==> src/rtl/fmm_pkg.sv <==
package fmm_pkg;

    localparam int unsigned FW = 32;

    localparam logic [FW-1:0] CANON_QNAN = 32'h7FC0_0000;
    localparam logic [FW-1:0] POS_ONE    = 32'h3F80_0000;
    localparam logic [FW-1:0] NEG_ONE    = 32'hBF80_0000;
    localparam logic [FW-1:0] POS_ZERO   = 32'h0000_0000;

    typedef enum logic [1:0] {
        OM_PASS  = 2'd0,
        OM_POS   = 2'd1,
        OM_SNORM = 2'd2,
        OM_UNORM = 2'd3
    } outmod_e;

    typedef struct packed {
        logic ok;
        logic is_max;
        logic use_abs;
        logic prop_nan;
    } op_dec_t;

    typedef struct packed {
        logic [FW-1:0] result;
        logic          valid;
    } out_state_t;

    function automatic logic is_nan(input logic [FW-1:0] x);
        return (x[30:23] == 8'hFF) && (x[22:0] != 23'd0);
    endfunction

    // Monotonic unsigned key: larger key means larger float, -0 below +0.
    function automatic logic [FW-1:0] order_key(input logic [FW-1:0] x);
        return x[31] ? ~x : {1'b1, x[30:0]};
    endfunction

endpackage

==> src/rtl/fmm_decode.sv <==
module fmm_decode
    import fmm_pkg::*;
#(
    parameter logic [7:0] OP_BASE = 8'h28
) (
    input  logic [7:0] opcode_i,
    output op_dec_t    dec_o
);
    localparam int unsigned SEL_BITS = 3;
    localparam logic [7:0]  BASE_HI  = OP_BASE >> SEL_BITS;

    always_comb begin
        dec_o          = '0;
        dec_o.ok       = (opcode_i[7:SEL_BITS] == BASE_HI[7-SEL_BITS:0]);
        dec_o.is_max   = dec_o.ok & opcode_i[2];
        dec_o.use_abs  = dec_o.ok & opcode_i[1];
        dec_o.prop_nan = dec_o.ok & opcode_i[0];
    end
endmodule

==> src/rtl/fmm_pick.sv <==
module fmm_pick
    import fmm_pkg::*;
(
    input  logic [FW-1:0] a_i,
    input  logic [FW-1:0] b_i,
    input  op_dec_t       dec_i,
    output logic [FW-1:0] pick_o
);
    logic [FW-1:0] a_eff, b_eff;
    logic          a_nan, b_nan, a_below;

    always_comb begin
        a_eff   = dec_i.use_abs ? {1'b0, a_i[FW-2:0]} : a_i;
        b_eff   = dec_i.use_abs ? {1'b0, b_i[FW-2:0]} : b_i;
        a_nan   = is_nan(a_eff);
        b_nan   = is_nan(b_eff);
        a_below = order_key(a_eff) < order_key(b_eff);
        if (a_nan && b_nan) begin
            pick_o = CANON_QNAN;
        end else if (a_nan) begin
            pick_o = dec_i.prop_nan ? a_eff : b_eff;
        end else if (b_nan) begin
            pick_o = dec_i.prop_nan ? b_eff : a_eff;
        end else if (dec_i.is_max) begin
            pick_o = a_below ? b_eff : a_eff;
        end else begin
            pick_o = a_below ? a_eff : b_eff;
        end
    end
endmodule

==> src/rtl/fmm_clamp.sv <==
module fmm_clamp
    import fmm_pkg::*;
(
    input  logic [FW-1:0] x_i,
    input  logic [1:0]    mode_i,
    output logic [FW-1:0] y_o
);
    logic x_nan, x_neg, above_one, below_m1;

    always_comb begin
        x_nan     = is_nan(x_i);
        x_neg     = x_i[FW-1];
        above_one = !x_neg && (x_i[FW-2:0] > POS_ONE[FW-2:0]);
        below_m1  = x_neg && (x_i[FW-2:0] > NEG_ONE[FW-2:0]);
        unique case (outmod_e'(mode_i))
            OM_PASS:  y_o = x_i;
            OM_POS:   y_o = (x_nan || x_neg) ? POS_ZERO : x_i;
            OM_SNORM: y_o = (x_nan || below_m1) ? NEG_ONE
                          : (above_one ? POS_ONE : x_i);
            OM_UNORM: y_o = (x_nan || x_neg) ? POS_ZERO
                          : (above_one ? POS_ONE : x_i);
            default:  y_o = x_i;
        endcase
    end
endmodule

==> src/rtl/fmm_unit.sv <==
module fmm_unit
    import fmm_pkg::*;
#(
    parameter bit         REGISTERED = 1'b1,
    parameter logic [7:0] OP_BASE    = 8'h28
) (
    input  logic          clk_i,
    input  logic          rst_ni,
    input  logic [31:0]   op_a_i,
    input  logic [31:0]   op_b_i,
    input  logic [7:0]    opcode_i,
    input  logic [1:0]    outmod_i,
    output logic [31:0]   result_o,
    output logic          valid_o
);
    op_dec_t       dec;
    logic [FW-1:0] picked, clamped;
    out_state_t    state_d, state_q;

    fmm_decode #(.OP_BASE(OP_BASE)) u_dec (
        .opcode_i (opcode_i),
        .dec_o    (dec)
    );

    fmm_pick u_pick (
        .a_i    (op_a_i),
        .b_i    (op_b_i),
        .dec_i  (dec),
        .pick_o (picked)
    );

    fmm_clamp u_clamp (
        .x_i    (picked),
        .mode_i (outmod_i),
        .y_o    (clamped)
    );

    always_comb begin
        state_d        = '0;
        state_d.valid  = dec.ok;
        state_d.result = dec.ok ? clamped : POS_ZERO;
    end

    generate
        if (REGISTERED) begin : g_reg
            always_ff @(posedge clk_i) begin
                if (!rst_ni) state_q <= '0;
                else         state_q <= state_d;
            end

            AST_BAD_OPCODE: assert property (@(posedge clk_i) disable iff (!rst_ni)
                (opcode_i[7:3] != OP_BASE[7:3]) |=> (!valid_o && result_o == '0));
            AST_GOOD_OPCODE: assert property (@(posedge clk_i) disable iff (!rst_ni)
                (opcode_i[7:3] == OP_BASE[7:3]) |=> valid_o);
        end else begin : g_comb
            assign state_q = state_d;
        end
    endgenerate

    assign result_o = state_q.result;
    assign valid_o  = state_q.valid;

    AST_PASS_THROUGH: assert property (@(posedge clk_i) disable iff (!rst_ni)
        (dec.ok && outmod_i == 2'd0) |-> (clamped == picked));
    AST_POS_NO_NEG: assert property (@(posedge clk_i) disable iff (!rst_ni)
        (outmod_i == 2'd1) |-> (!clamped[31] && !is_nan(clamped)));
    AST_SNORM_RANGE: assert property (@(posedge clk_i) disable iff (!rst_ni)
        (outmod_i == 2'd2) |-> (!is_nan(clamped) && clamped[30:0] <= POS_ONE[30:0]));
    AST_UNORM_RANGE: assert property (@(posedge clk_i) disable iff (!rst_ni)
        (outmod_i == 2'd3) |-> (!clamped[31] && clamped <= POS_ONE));
    AST_DUAL_NAN: assert property (@(posedge clk_i) disable iff (!rst_ni)
        (dec.ok && is_nan(op_a_i) && is_nan(op_b_i)) |-> (picked == CANON_QNAN));
    AST_ABS_SIGN: assert property (@(posedge clk_i) disable iff (!rst_ni)
        (dec.ok && opcode_i[1]) |-> !picked[31]);
endmodule

==> config.mk <==
export PLATFORM = sky130hd
export DESIGN_NAME = fmm_unit
export DESIGN_NICKNAME = d
export VERILOG_FILES = /design/src/rtl/fmm_pkg.sv /design/src/rtl/fmm_decode.sv /design/src/rtl/fmm_pick.sv /design/src/rtl/fmm_clamp.sv /design/src/rtl/fmm_unit.sv
export SDC_FILE = /design/constraint.sdc
export NUM_CORES = 1
export LEC_CHECK = 0
export BUFFER_PORTS_ARGS = -buffer_cell sky130_fd_sc_hd__buf_2
export CORE_MARGIN = 4
export CORE_UTILIZATION = 50
export DETAILED_ROUTE_END_ITERATION = 8
export PLACE_DENSITY = 0.81
export SLEW_MARGIN = 0
export SYNTH_ARGS = -nofsm -noshare
export SYNTH_HDL_FRONTEND = slang
export SYNTH_SLANG_ARGS = --single-unit
export TNS_END_PERCENT = 100
==> constraint.sdc <==
create_clock -name clk_i -period 12.05 [get_ports clk_i]
set_input_delay 2.41 -clock clk_i [delete_from_list [all_inputs] [get_ports clk_i]]
set_output_delay 2.41 -clock clk_i [all_outputs]
set_load 0.02 [all_outputs]
[Yosys cells after proc, flatten, opt, wreduce, memory -nomap -nowiden]
Index checks and enable logic that the tools add are counted.
Cells by class
  magnitude comparators: 2
  equality and inequality tests: 7
  multiplexer cells: 17
  bitwise operators: 5
  reductions and logical operators: 14
Operators by type and width (count)
  32-bit two-way mux: 16
  32-bit case mux with 4 select lines: 1
  23-bit nonzero test: 3
  32-bit inverter: 2
  32-bit less-than comparator: 1
  31-bit by 30-bit > comparator with 1-bit output (second input constant): 1
  8-bit == test (second input constant): 3
  1-bit logical AND: 6
  5-bit by 3-bit == test with 1-bit output (second input constant): 1
  2-bit == test (second input constant): 2
  1-bit bitwise AND: 3
  2-bit by 1-bit == test with 1-bit output (second input constant): 1
  2-bit zero test: 1
  1-bit logical OR: 2
  2-bit AND reduction: 1
  1-bit zero test: 1
Storage, ports and cells
  register bits: 33
  input bits: 76
  output and inout bits: 33

[Depth between registers and ports, before layout]
  depth in word-level cells: 16
  gate-level depth with buffers: 19
  gate-level depth less buffers: 16

[Modules after synthesis]
Synthesis repeated with hierarchy kept, for this count alone.
Unflattened totals
  cell total of the unflattened synthesis: 388
  area total of the unflattened synthesis: 3538.4 um2
By module, submodules not included
  fmm_pick: instances 1, cells each 242, area an instance 1945.6 um2
  fmm_unit: instances 1, cells each 72, area an instance 925.9 um2
  fmm_clamp: instances 1, cells each 65, area an instance 619.3 um2
  fmm_decode: instances 1, cells each 9, area an instance 47.5 um2

[Worst setup path before layout]
Ideal clock, no wire load.
  kind: input-to-reg
  start point: in opcode_i[6]
  end point: reg state_q (netlist bit result_o[23])
  library setup time: 0.136 ns
  arrival time: 6.477 ns
  required time: 11.914 ns
  path slack: 5.437 ns
  stages on the path: 18
  buffers on the path: 2
  path through: nand4bb_1 or3b_1 and2_1 clkinv_1 clkbuf_1 xnor2_1 ha_1 nand4_1 nor3_1 and4_1 a21boi_0 o31ai_1 and3b_1 or3b_1 a211oi_2 a31o_2 buf_6 a21oi_1
Between the ends
  cells in the longest elaborated chain, start to end: 16
Ends and longest elaborated chain
  start, declared: line fmm_unit.sv:11  | input logic [7:0] opcode_i,
  5-bit by 3-bit == test with 1-bit output (*): line fmm_decode.sv:14  | dec_o.ok = (opcode_i[7:SEL_BITS] == BASE_HI[7-SEL_BITS:0]);
  1-bit bitwise AND: line fmm_decode.sv:16  | dec_o.use_abs = dec_o.ok & opcode_i[1];
  32-bit two-way mux (on tied branches): line fmm_pick.sv:13, fmm_pick.sv:14
  32-bit inverter: line fmm_pkg.sv:35  | return x[31] ? ~x : {1'b1, x[30:0]};
  32-bit two-way mux: line fmm_pkg.sv:35
  32-bit less-than comparator: line fmm_pick.sv:17  | a_below = order_key(a_eff) < order_key(b_eff);
  32-bit two-way mux (on tied branches): line fmm_pick.sv:27, fmm_pick.sv:25
  32-bit two-way mux: line fmm_pick.sv:24  | end else if (dec_i.is_max) begin
  32-bit two-way mux: line fmm_pick.sv:22  | end else if (b_nan) begin
  32-bit two-way mux: line fmm_pick.sv:20  | end else if (a_nan) begin
  32-bit two-way mux: line fmm_pick.sv:18  | if (a_nan && b_nan) begin
  31-bit by 30-bit > comparator with 1-bit output, or another cell as far along: line fmm_clamp.sv:13, fmm_clamp.sv:14
  1-bit logical AND (on tied branches): line fmm_clamp.sv:13, fmm_clamp.sv:14, fmm_pkg.sv:30
  32-bit two-way mux, or another cell as far along: line fmm_clamp.sv:19, fmm_clamp.sv:21
  32-bit two-way mux (on tied branches): line fmm_clamp.sv:20, fmm_clamp.sv:17, fmm_clamp.sv:18
  32-bit case mux with 4 select lines: line fmm_clamp.sv:15  | unique case (outmod_e'(mode_i))
  end signal, assigned: line fmm_unit.sv:48  | else state_q <= state_d;
  end, declared: line fmm_unit.sv:18  | out_state_t state_d, state_q;
Every way passes the cells marked *; elsewhere a longest branch is shown, timed or not.
A chain may end at the register's enable or synchronous reset.

[Final worst setup path]
  start point: in opcode_i[6]
  end point: reg state_q (netlist bit result_o[14])
The elaborated chain is that of the path after synthesis.

==> results.py <==
metrics = {
    "sta": {
        "layout_min_cycle_time_ns": 7.26,
        "fin_setup_tns_ns": 0,
        "setup_slack_ns": 4.79,
        "finalSetupViolCount": 0,
        "fmax_mhz": 138,
        "tightest_slew_ns": 0.976,
        "max_slew_margin_pct": 34.9,
        "fin_crit_sh_pct": 60.3,
        "hold_viol_final": 0,
        "rsz0062_at_grt": "false",
        "slew_violations": 0,
    },
    "yosys": {
        "ys_top_cells_by_area": "dfxtp_1 23%, xnor2_1 18%, ha_1 13%",
        "yosys_warnings": 0,
        "async_reset_ff_share_pct": 0,
        "synth.avg_cell_area_um2": 8.54,
        "synthTopCellsByCount": "61 x xnor2_1, 33 x dfxtp_1, 31 x ha_1",
        "synth_top_area_share_pct": 22.6,
        "synth_top_area_cell": "dfxtp_1",
        "syn_nets": 449,
        "ys_ff_latch": 33,
        "synth-edff-count": 0,
        "yosysUniqueCellTypes": 49,
        "synth.most_common_cell": "xnor2_1",
        "syn-cell-area_um2": 2920,
        "ys_seq_area_share_pct": 22.6,
        "synth-main-ff-cell": "dfxtp_1",
        "postSynthCellCount": 342,
    },
    "routing": {
        "via_per_inst": 5.99,
        "dr.first_iter.drc_count": 170,
        "drt_pass1_iterations": 5,
        "num_vias": 3081,
        "drtAntennaViolNets": 0,
        "wirelength_mm": 8.70,
        "avgRoutedWirePerCell_um": 16.9,
        "drc": 0,
    },
    "global_route": {
        "grt_pass1_vias": 2839,
        "antenna_found_initial": 0,
        "grt_use_total_pct": 23.5,
        "overflow": 0,
        "grt_pass1_wl_mm": 13.5,
        "grt_max_degree": 34,
    },
    "floorplanning": {
        "die_area_um2": 7130,
        "rows": 27,
        "core_area_um2": 5570,
        "die_w_um": 84.4,
        "initial_core_util_pct": 52.4,
        "die_h_um": 84.4,
        "ios": 109,
    },
    "flow_run": {
        "maxCapViolCount": 0,
    },
    "setup_path": {
        "cp_top_family": "simple AND/OR/NAND/NOR gates",
        "worstPathRequired_ns": 12.19,
        "max_stage_delay_ns": 0.66,
        "critPathKind": "input port to flip-flop",
        "critPathSlowestCell": "o21a_1",
        "arrival_ns": 7.40,
        "cp.buffers_inverters": 1,
        "crit_path_end_kind": "flip-flop",
        "cp_cell_sequence": "buf_2 > nand4bb_1 > or3b_1 > and2_2 > xnor2_1 > ha_1 > nand4_1 > nor3_1 > and4_1 > a21boi_0 > o31ai_1 > and3b_1 > or3b_1 > a211oi_2 > o21a_1 > nor3_1",
        "cp-start-kind": "input port",
        "crit_fanout": 33,
    },
    "clocking": {
        "path_clk_slew_ns": 0.06,
        "numCtsBuffers": 5,
        "clockBufferDepth": 2,
        "cts.sinks": 33,
        "cts_hold_buffers": 0,
        "post_cts_resized": 0,
        "cts-root-buf": "clkbuf_8",
        "cts_tree": "done",
        "postCtsSetupBuffers": 0,
        "htree_levels": 2,
    },
    "pwr": {
        "power.density_nw_per_um2": 105,
        "p_int_mw": 0.253,
        "pwr-share-seq_pct": 29.0,
        "p_leak_nw": 1.58,
        "fin_total_pwr_mw": 0.379,
        "clockPowerShare_pct": 32.2,
        "ir_worst_vdd_mv": 0.0486,
        "power.switching_mw": 0.126,
        "swShare_pct": 33.1,
        "comb_power_share_pct": 38.8,
    },
    "final_layout": {
        "final_area_um2": 3590,
        "drive_gt1_share_pct": 27.8,
        "syn_to_final_growth_pct": 23.1,
        "fillerInstances": 480,
        "diodes": 0,
        "fin_cells": 514,
        "layout.nets": 548,
    },
    "placement": {
        "placedCellCount": 506,
        "dpl_cell_area_um2": 3460,
        "hpwl_mm": 7.00,
        "place_congestion": 0.973,
        "pre_cts_ws_ns": 4.54,
        "portBuffers": 108,
    },
    "run_status": {
        "status": "finished clean",
    },
    "min_path": {
        "hold_class": "input port to flip-flop",
    },
}
==> sequential cells by signal (all words and copies together), names as in the netlist <==
name      flops
result_o     32
valid_o       1
==> placed cells by master (no fill, tap or decap), types with 2 or more instances in the layout <==
cell type / Yosys / routed
o21ai_0: 8 / 8
nand2_1: 14 / 14
nor3b_1: 2 / 2
o21ai_1: 2 / 2
and2_1: 5 / 4
and3_1: 3 / 3
and4_1: 4 / 4
buf_4: 0 / 2
or3b_1: 2 / 2
or3_1: 2 / 2
nand3_1: 9 / 9
ha_1: 31 / 31
a211oi_1: 4 / 4
a21oi_1: 23 / 23
buf_2: 2 / 108
o31ai_1: 2 / 2
o32ai_1: 3 / 3
nand4_1: 9 / 9
nor3_1: 27 / 27
nor4_1: 12 / 12
dfxtp_1: 33 / 33
inv_1: 3 / 3
clkbuf_8: 0 / 5
a22oi_1: 23 / 23
mux2i_1: 6 / 6
o21a_1: 4 / 4
nor2_1: 10 / 10
nor3_2: 2 / 2
bufinv_16: 0 / 2
xnor2_1: 61 / 61
o22ai_1: 2 / 2
==> logic make-up (layout without fill, tap and decap cells) <==
kind of cell             after synthesis  count (layout)  share of synthesized area, %
XOR/XNOR                              62              62                          18.6
adder cells (fa/ha/maj)               31              31                          13.3
buffers and inverters                 22             122                          4.20
AND/OR/NAND/NOR                      105             105                          20.0
AO/OA/AOI/OAI                         83              83                          19.2
flip-flops                            33              33                          22.6
multiplexers                           6               6                          2.06
==> per-layer routing <==
| metal | up-vias | track usage, % | wire [µm] |
|---|---|---|---|
| li1 | 1487 | - | - |
| met2 | 151 | 38.3 | 4010 |
| met1 | 1423 | 32.2 | 3710 |
| met4 | 0 | 6.91 | 159 |
| met5 | - | 0 | 0 |
| met3 | 20 | 3.53 | 815 |
==> metrics by stage <==
step	hold WS, ns	utilization (%)
after floorplan	2.49	-
after global placement	2.63	62.1
after detailed placement	2.63	62.1
after CTS	2.33	64.5
after global routing	2.34	64.5
final	2.34	64.5
==> final timing paths <==
| check | end | startpoint | cells after the start | slack, ns |
|---|---|---|---|---|
| setup / recovery | result_o[14]$_SDFF_PN0_ | opcode_i[6] | 16 | 4.79 |
| hold / removal | result_o[30]$_SDFF_PN0_ | outmod_i[1] | 2 | 2.34 |
==> power by group through the flow <==
stage	sequential [mW]	clock, mW	combinational, mW
2_1_floorplan	0.113	0	0.0984
3_3_place_gp	0.112	0	0.141
3_5_place_dp	0.112	0	0.144
4_1_cts	0.110	0.124	0.145
5_1_grt	0.110	0.127	0.161
6_report	0.110	0.122	0.147
==> cell type report <==
class | instances | area, µm² | share of cell area, %
Clock buffer | 5 | 68.8 | 1.92
Clock inverter | 3 | 65.1 | 1.81
Inverter | 4 | 15.0 | 0.418
Multi-Input combinational cell | 287 | 2140 | 59.5
Sequential cell | 33 | 661 | 18.4
Tap cell | 72 | 90.1 | 2.51
Timing Repair Buffer | 110 | 556 | 15.5
Note: power is estimated with default switching activity, not from simulation.
